### config.mk
export PLATFORM = sky130hd
export DESIGN_NAME = pulse_seq
export DESIGN_NICKNAME = d
export VERILOG_FILES = /design/src/rtl/pseq_pkg.sv /design/src/rtl/pseq_stage.sv /design/src/rtl/pseq_fsm.sv /design/src/rtl/pseq_errlat.sv /design/src/rtl/pulse_seq.sv
export SDC_FILE = /design/constraint.sdc
export NUM_CORES = 1
export LEC_CHECK = 0
export CORE_AREA = 2 2 39 41
export DETAILED_ROUTE_END_ITERATION = 8
export DIE_AREA = 0 0 41 43
export PLACE_DENSITY = 0.62
export SLEW_MARGIN = 20
export SYNTH_ARGS = -nofsm -noshare
export SYNTH_HDL_FRONTEND = slang
export SYNTH_SLANG_ARGS = --single-unit
### constraint.sdc
create_clock -name clk -period 1.9 [get_ports clk]
set_input_delay 0.38 -clock clk [delete_from_list [all_inputs] [get_ports clk]]
set_output_delay 0.38 -clock clk [all_outputs]
set_load 0.03 [all_outputs]
### src/rtl/pseq_pkg.sv
package pseq_pkg;

    // Width of the child index; NUM_CHILD must not exceed 2**IDX_W.
    localparam int IDX_W = 4;

    typedef enum logic {
        PH_IDLE = 1'b0,
        PH_WAIT = 1'b1
    } phase_e;

    typedef struct packed {
        phase_e             phase;
        logic [IDX_W-1:0]   idx;   // child currently awaited
    } seq_st_t;

    function automatic logic [IDX_W-1:0] idx_of(input int k);
        return IDX_W'(k);
    endfunction

endpackage

### src/rtl/pseq_stage.sv
module pseq_stage #(
    parameter int W = 1
) (
    input  logic         clk,
    input  logic         rst,
    input  logic [W-1:0] d,
    output logic [W-1:0] q
);
    // One register per event wire: every hand-off costs exactly one cycle.
    for (genvar b = 0; b < W; b++) begin : g_bit
        always_ff @(posedge clk) begin
            if (rst) q[b] <= 1'b0;
            else     q[b] <= d[b];
        end
    end
endmodule

### src/rtl/pseq_fsm.sv
module pseq_fsm
    import pseq_pkg::*;
#(
    parameter int NUM_CHILD = 2
) (
    input  logic                 clk,
    input  logic                 rst,
    input  logic                 parent_req_i,
    input  logic [NUM_CHILD-1:0] child_ack_i,
    input  logic [NUM_CHILD-1:0] child_req_now_i,
    output logic [NUM_CHILD-1:0] fire_child_o,
    output logic                 fire_done_o,
    output logic                 viol_o
);
    localparam logic [IDX_W-1:0] LAST = IDX_W'(NUM_CHILD - 1);

    seq_st_t              st_q, st_d;
    logic [NUM_CHILD-1:0] take;
    logic [IDX_W-1:0]     nxt_idx;
    logic                 bad_parent;

    always_comb begin
        st_d         = st_q;
        fire_child_o = '0;
        fire_done_o  = 1'b0;
        take         = '0;
        bad_parent   = 1'b0;
        nxt_idx      = st_q.idx + 1'b1;
        case (st_q.phase)
            PH_IDLE: begin
                if (parent_req_i) begin
                    fire_child_o[0] = 1'b1;
                    st_d.phase      = PH_WAIT;
                    st_d.idx        = '0;
                end
            end
            default: begin
                bad_parent = parent_req_i;
                // Accept only the awaited child, and only once its request pulse is over.
                for (int k = 0; k < NUM_CHILD; k++) begin
                    if (idx_of(k) == st_q.idx && child_ack_i[k] && !child_req_now_i[k])
                        take[k] = 1'b1;
                end
                if (|take) begin
                    if (st_q.idx == LAST) begin
                        fire_done_o = 1'b1;
                        st_d.phase  = PH_IDLE;
                        st_d.idx    = '0;
                    end else begin
                        st_d.idx = nxt_idx;
                        for (int k = 0; k < NUM_CHILD; k++) begin
                            if (idx_of(k) == nxt_idx) fire_child_o[k] = 1'b1;
                        end
                    end
                end
            end
        endcase
        viol_o = bad_parent | (|(child_ack_i & ~take));
    end

    always_ff @(posedge clk) begin
        if (rst) begin
            st_q.phase <= PH_IDLE;
            st_q.idx   <= '0;
        end else begin
            st_q <= st_d;
        end
    end
endmodule

### src/rtl/pseq_errlat.sv
module pseq_errlat (
    input  logic clk,
    input  logic rst,
    input  logic viol_i,
    output logic err_o
);
    always_ff @(posedge clk) begin
        if (rst) err_o <= 1'b0;
        else     err_o <= err_o | viol_i;
    end
endmodule

### src/rtl/pulse_seq.sv
module pulse_seq
    import pseq_pkg::*;
#(
    parameter int NUM_CHILD = 2
) (
    input  logic                 clk,
    input  logic                 rst,
    input  logic                 parent_req_i,
    output logic                 parent_ack_o,
    output logic [NUM_CHILD-1:0] child_req_o,
    input  logic [NUM_CHILD-1:0] child_ack_i,
    output logic                 err_o
);
    localparam int SW = NUM_CHILD + 1;

    logic [NUM_CHILD-1:0] fire_child;
    logic                 fire_done;
    logic                 viol;
    logic [SW-1:0]        stage_q;

    pseq_fsm #(.NUM_CHILD(NUM_CHILD)) u_fsm (
        .clk             (clk),
        .rst             (rst),
        .parent_req_i    (parent_req_i),
        .child_ack_i     (child_ack_i),
        .child_req_now_i (child_req_o),
        .fire_child_o    (fire_child),
        .fire_done_o     (fire_done),
        .viol_o          (viol)
    );

    pseq_stage #(.W(SW)) u_stage (
        .clk (clk),
        .rst (rst),
        .d   ({fire_done, fire_child}),
        .q   (stage_q)
    );

    pseq_errlat u_err (
        .clk    (clk),
        .rst    (rst),
        .viol_i (viol),
        .err_o  (err_o)
    );

    assign child_req_o  = stage_q[NUM_CHILD-1:0];
    assign parent_ack_o = stage_q[NUM_CHILD];
endmodule

# ---- Yosys cells after proc, flatten, opt, wreduce, memory -nomap -nowiden
# Cells that the tools add are included.
dict set report totals {
  output_inout_bits 4
  wordCells 49
  ff_bits 9
}
dict set report classes {
  n_reduce_logical 14
  n_bitwise 6
  n_eq_ne 4
  n_mux 18
  addsub 1
}
# op n
set op_table {}
lappend op_table {{$mux W5} 3}
lappend op_table {{$mux W1} 13}
lappend op_table {{$eq A1 B4 Y1 const A} 2}
lappend op_table {{$logic_not A4 Y1} 2}
lappend op_table {{$add A4 B1 Y4 const B} 1}
lappend op_table {{$eq A4 B1 Y1 const B} 1}
lappend op_table {{$logic_and A1 B1 Y1} 4}
lappend op_table {{$mux W4} 1}
lappend op_table {{$reduce_or A2 Y1} 2}
lappend op_table {{$reduce_or A4 Y1} 1}
lappend op_table {{$reduce_or A3 Y1} 1}
lappend op_table {{$and A2 B2 Y2} 1}
lappend op_table {{$logic_not A1 Y1} 2}
lappend op_table {{$mux W2} 1}
lappend op_table {{$ne A2 B2 Y1 const B} 1}
lappend op_table {{$not A1 Y1} 2}
lappend op_table {{$not A2 Y2} 1}
lappend op_table {{$or A1 B1 Y1} 2}
lappend op_table {{$reduce_and A2 Y1} 1}
lappend op_table {{$reduce_bool A2 Y1} 1}

# ---- Logic depth before layout (Yosys ltp)
dict set report logic_depth {
  depth_word 11
  depth_mapped 5
  ltp_nobuf 5
}

# ---- Hierarchy
# From an unflattened synthesis, not the netlist that was laid out.
dict set report unflattened {
  cells_unflattened 50
  area_unflattened_um2 485.5
}
# module area_each_um2 cells_per_inst instances
set by_module_without_submodules {}
lappend by_module_without_submodules {pseq_fsm 376.6 42 1}
lappend by_module_without_submodules {pseq_stage 78.8 6 1}
lappend by_module_without_submodules {pseq_errlat 30.0 2 1}

# ---- Worst setup path before layout
# No wires, ideal clock.
dict set report synth_timing {
  path_type {reg-to-reg}
  startpoint {reg u_fsm.st_q[0] (netlist bit)}
  endpoint {reg u_fsm.st_q[0] (netlist bit)}
  synth_period_minus_slack_ns 1.385
  setup_time_ns 0.126
  t_arrival_ns 1.259
  n_path_buf 0
  slack_ns 0.515
  stages_incl_launch_ff 5
  path_cell_list {dfxtp_1 -> ha_1 -> or3b_4 -> o211ai_2 -> o22ai_1}
}
dict set report synth_between {
  elab_chain_cells 8
  word_cells_on_any_way 18
}
# item line_no
set synth_lines {}
lappend synth_lines {{start, declared} pseq_fsm.sv:17} ;# seq_st_t st_q, st_d;
lappend synth_lines {{start signal, assigned} pseq_fsm.sv:66} ;# st_q <= st_d;
lappend synth_lines {{$eq A1 B4 Y1 or $logic_not A4 Y1 (tied branches)} {pseq_fsm.sv:41, pseq_fsm.sv:45}}
lappend synth_lines {{$logic_and A1 B1 Y1 (2 in series)} pseq_fsm.sv:41} ;# if (idx_of(k) == st_q.idx && child_ack_i[k] && !child_req_now_i[k])
lappend synth_lines {{$mux W1} pseq_fsm.sv:41}
lappend synth_lines {{$mux W1} pseq_fsm.sv:29} ;# case (st_q.phase)
lappend synth_lines {{$reduce_or A2 Y1} pseq_fsm.sv:44} ;# if (|take) begin
lappend synth_lines {{$ne A2 B2 Y1 (no source line)} -}
lappend synth_lines {{$reduce_and A2 Y1 (no source line)} -}
# Several ways; a longest one is shown, not always the timed one. The select of a mux whose other input is x is not followed.
# A chain may end at the register's enable or synchronous reset.

# ---- Worst setup path after layout
dict set report layout_timing {
  startpoint {reg u_stage.q[0]}
  endpoint {out child_req_o[0]}
}
# item line_no
set layout_rtl {}
lappend layout_rtl {{start, declared} pseq_stage.sv:7} ;# output logic [W-1:0] q
lappend layout_rtl {{start signal, assigned by index} pseq_stage.sv:13} ;# else q[b] <= d[b];
lappend layout_rtl {{end, declared} pulse_seq.sv:10} ;# output logic [NUM_CHILD-1:0] child_req_o,
# No word-level cell between the ends.

==> summary.json <==
{
  "status": {
    "outcome": "complete, no violations"
  },
  "floorplan": {
    "io_pins": 9,
    "dieWidth_um": 41,
    "die-height_um": 43,
    "initial_core_util_pct": 38.2,
    "design.die.area_um2": 1760,
    "core_region_area_um2": 1380,
    "std_cell_rows": 14
  },
  "setup_path": {
    "cp_slowest_stage_delay_ns": 0.68,
    "worst_r2r_startpoint": "u_fsm.st_q[0]$_SDFFE_PP0P_",
    "setup.worst_path.class": "flop to output port",
    "regToRegEndpoint": "u_fsm.st_q[0]$_SDFFE_PP0P_",
    "category_of_cells_accounting_for_the_largest_share_of_critical_path_delay": "buffers and inverters",
    "arrival_ns": 1.32,
    "timing.critical_path.cells": "clkdlybuf4s50_1",
    "crit_buf_inv": 1,
    "critical_path.endpoint_type": "output port",
    "worst_r2r_path_depth": 4,
    "critical-path-slowest-cell": "clkdlybuf4s50_1",
    "cp_max_fo": 4,
    "critPathLaunchType": "flop",
    "reg_to_reg_slack_setup_ns": 0.38,
    "cp_data_required_time_ns": 1.52
  },
  "timing": {
    "fmax_mhz": 590,
    "final.setup.tns_ns": 0,
    "worst_clock_skew_ns": 0.00462,
    "setup_viol": 0,
    "report.final.hold_viol_count": 0,
    "max_slew.worst_pin.slew_ns": 0.303,
    "grt_setup_unrepaired": "false",
    "final_critical_path_required_period_ns": 1.70,
    "max-slew-margin-rel_pct": 79.7,
    "final.period_utilization_pct": 89.2,
    "final_max_slew_viol_count": 0
  },
  "place": {
    "numPlacedInstances": 80,
    "place_congestion": 0.768,
    "io_buffers": 8,
    "place.detailed.hpwl_um": 884
  },
  "clocking": {
    "cts_tree": "done",
    "post_cts.resized_instances": 0,
    "insertion_delay_ns": 0.27,
    "clkSinkCount": 9,
    "cts.repair_timing.setup_buffer_count": 0,
    "cts_buffers": 3,
    "ctsHoldBuffers": 0,
    "cts-htree-levels": 1,
    "cts.root.buffer_cell": "clkbuf_4",
    "clockBufferDepth": 2,
    "clk_transition_reported_paths_ns": 0.06
  },
  "power_and_ir_drop": {
    "p_per_area_nw_per_um2": 652,
    "peakVddDrop_mv": 0.330,
    "power.leakage_nw": 0.266
  },
  "global_route": {
    "first_global_vias": 433,
    "grt_max_degree": 9,
    "grt_first_pass_wirelength_um": 1840,
    "grt_util_all_layers_pct": 15.5,
    "overflow": 0,
    "antenna_found_initial": 0
  },
  "route": {
    "vias": 469,
    "maxUsedRoutingLayer": "met4",
    "post_drt_via_cell_ratio": 5.58,
    "route.met2.wl_um": 507,
    "wl_per_cell_um": 13.8,
    "route.antenna.remaining_nets": 0,
    "drt-initial-drc-count": 7,
    "detail_route.drc_violations": 0,
    "sum_of_met3_wire_segment_lengths_after_detailed_routing_um": 56,
    "drt_pre_antenna_iters": 3,
    "detail_route.wirelength_um": 1160,
    "routedLengthMet1_um": 559
  },
  "layout": {
    "drive_above_1_share_pct": 14.7,
    "final-instance-count-excl-fill": 84,
    "insertedDiodeCount": 0,
    "final_nets": 79,
    "area.growth.synth_to_final_pct": 25.4,
    "seqCellArea_um2": 180,
    "n_fill_cell": 144,
    "multiInputGateArea_um2": 329
  },
  "synthesis": {
    "post_synth_instance_area_um2": 528,
    "most_area_consuming_cells_after_synthesis": "dfxtp_1, ha_1, nand3b_1, inv_1, a21oi_1",
    "synth_top_area_cell": "dfxtp_1",
    "synthDistinctLibCells": 28,
    "synth.net_count": 65,
    "yosysTopAreaCellShare_pct": 34.1,
    "postSynthRegisterBits": 9,
    "synth-warning-count": 0,
    "average_instance_area_after_synthesis_um2": 9.60,
    "synth_sequential_area_ratio_pct": 34.1,
    "post_synth_inst_count": 55
  },
  "run": {
    "maxCapViolCount": 0
  },
  "hold_path": {
    "min_delay_endpoint": "u_err.err_o$_SDFF_PP0_",
    "timing.hold.worst_path_depth": 2,
    "hold_path_startpoint": "u_err.err_o$_SDFF_PP0_",
    "hold_path.class": "flop to flop"
  }
}
## where the power goes
part           internal [W]  switching [W]
registers          0.000196     0.00000846
logic             0.0000350      0.0000383
clock network     0.0000812      0.0000728
total              0.000312       0.000120
## layout make-up
cell class                      count  area share (%)
Clock buffer                        4            3.97
Inverter                            5            2.84
Multi-Input combinational cell     41            49.7
Sequential cell                     9            27.2
Tap cell                           16            3.02
Timing Repair Buffer                9            13.2
## kinds of logic (layout without fill, tap and decap cells)
| logic type | Yosys count | after routing | share of synthesized area, % |
|---|---|---|---|
| buf+inv | 5 | 18 | 3.55 |
| fa+ha+maj | 5 | 5 | 11.8 |
| flops | 9 | 9 | 34.1 |
| simple gates | 19 | 19 | 26.5 |
| compound gates | 17 | 17 | 23.9 |
## worst max-delay path by stage
| stage | start | end | slack, ns | depth (start not counted) |
|---|---|---|---|---|
| finish | u_stage.q[0]$_SDFF_PP0_ | child_req_o[0] | 0.20 | 1 |
| detailed placement | child_ack_i[0] | u_stage.q[0]$_SDFF_PP0_ | 0.31 | 4 |
| global route | u_stage.q[0]$_SDFF_PP0_ | child_req_o[0] | 0.17 | 1 |
| global placement | child_ack_i[0] | u_stage.q[0]$_SDFF_PP0_ | 0.32 | 4 |
| floorplan | u_fsm.st_q[0]$_SDFFE_PP0P_ | u_fsm.st_q[0]$_SDFFE_PP0P_ | 0.52 | 4 |
| CTS | u_stage.q[0]$_SDFF_PP0_ | child_req_o[0] | 0.20 | 1 |
## flip-flops by register name (all words and copies together), names as in the netlist
name / flops
u_stage.q: 3
u_fsm.st_q: 5
u_err.err_o: 1
## cells in the mapped netlist
| cell type | instances |
|---|---|
| dfxtp_1 | 9 |
| ha_1 | 5 |
| inv_1 | 5 |
| a21oi_1 | 3 |
| nand3b_1 | 3 |
| a211oi_1 | 2 |
| nand2_1 | 2 |
| nand2b_1 | 2 |
| nand4_1 | 2 |
| o21ai_0 | 2 |
| o21ai_1 | 2 |
| o22ai_1 | 2 |
| a211oi_2 | 1 |
| a21bo_2 | 1 |
| a21boi_0 | 1 |
| a311oi_2 | 1 |
| a31oi_1 | 1 |
| and3_1 | 1 |
| and3b_1 | 1 |
| and4b_1 | 1 |
| nand4b_1 | 1 |
| nor2_1 | 1 |
| nor3b_2 | 1 |
| nor4b_1 | 1 |
| o211ai_2 | 1 |
| or3_1 | 1 |
| or3b_1 | 1 |
| or3b_4 | 1 |
## cells in the final DEF (no fill, tap or decap), types with 2 or more instances in the layout
cell,count
nand3b_1,3
nand4_1,2
o21ai_1,2
ha_1,5
dfxtp_1,9
a21oi_1,3
o21ai_0,2
inv_1,5
a211oi_1,2
o22ai_1,2
clkbuf_4,3
nand2_1,2
nand2b_1,2
clkdlybuf4s50_1,8
## per-stage QoR
step / instance area (um^2) / utilization [%] / power [W] / setup WS, ns / hold slack (ns)
after global routing: 662 / 47.8 / 0.000451 / 0.175 / 0.564
after CTS: 662 / 47.8 / 0.000435 / 0.200 / 0.526
after global placement: 636 / 45.9 / 0.000282 / 0.316 / 0.507
after detailed placement: 636 / 45.9 / 0.000282 / 0.313 / 0.509
final: 662 / 47.8 / 0.000432 / 0.205 / 0.517
after floorplan: 528 / - / 0.000251 / 0.515 / 0.448
## layer usage
metal	vias to the layer above	GRT usage, %
li1	237	-
met5	-	0
met4	0	10.0
met1	216	18.9
met3	5	3.14
met2	11	23.4
No activity file was read; power rests on OpenSTA's default activity.
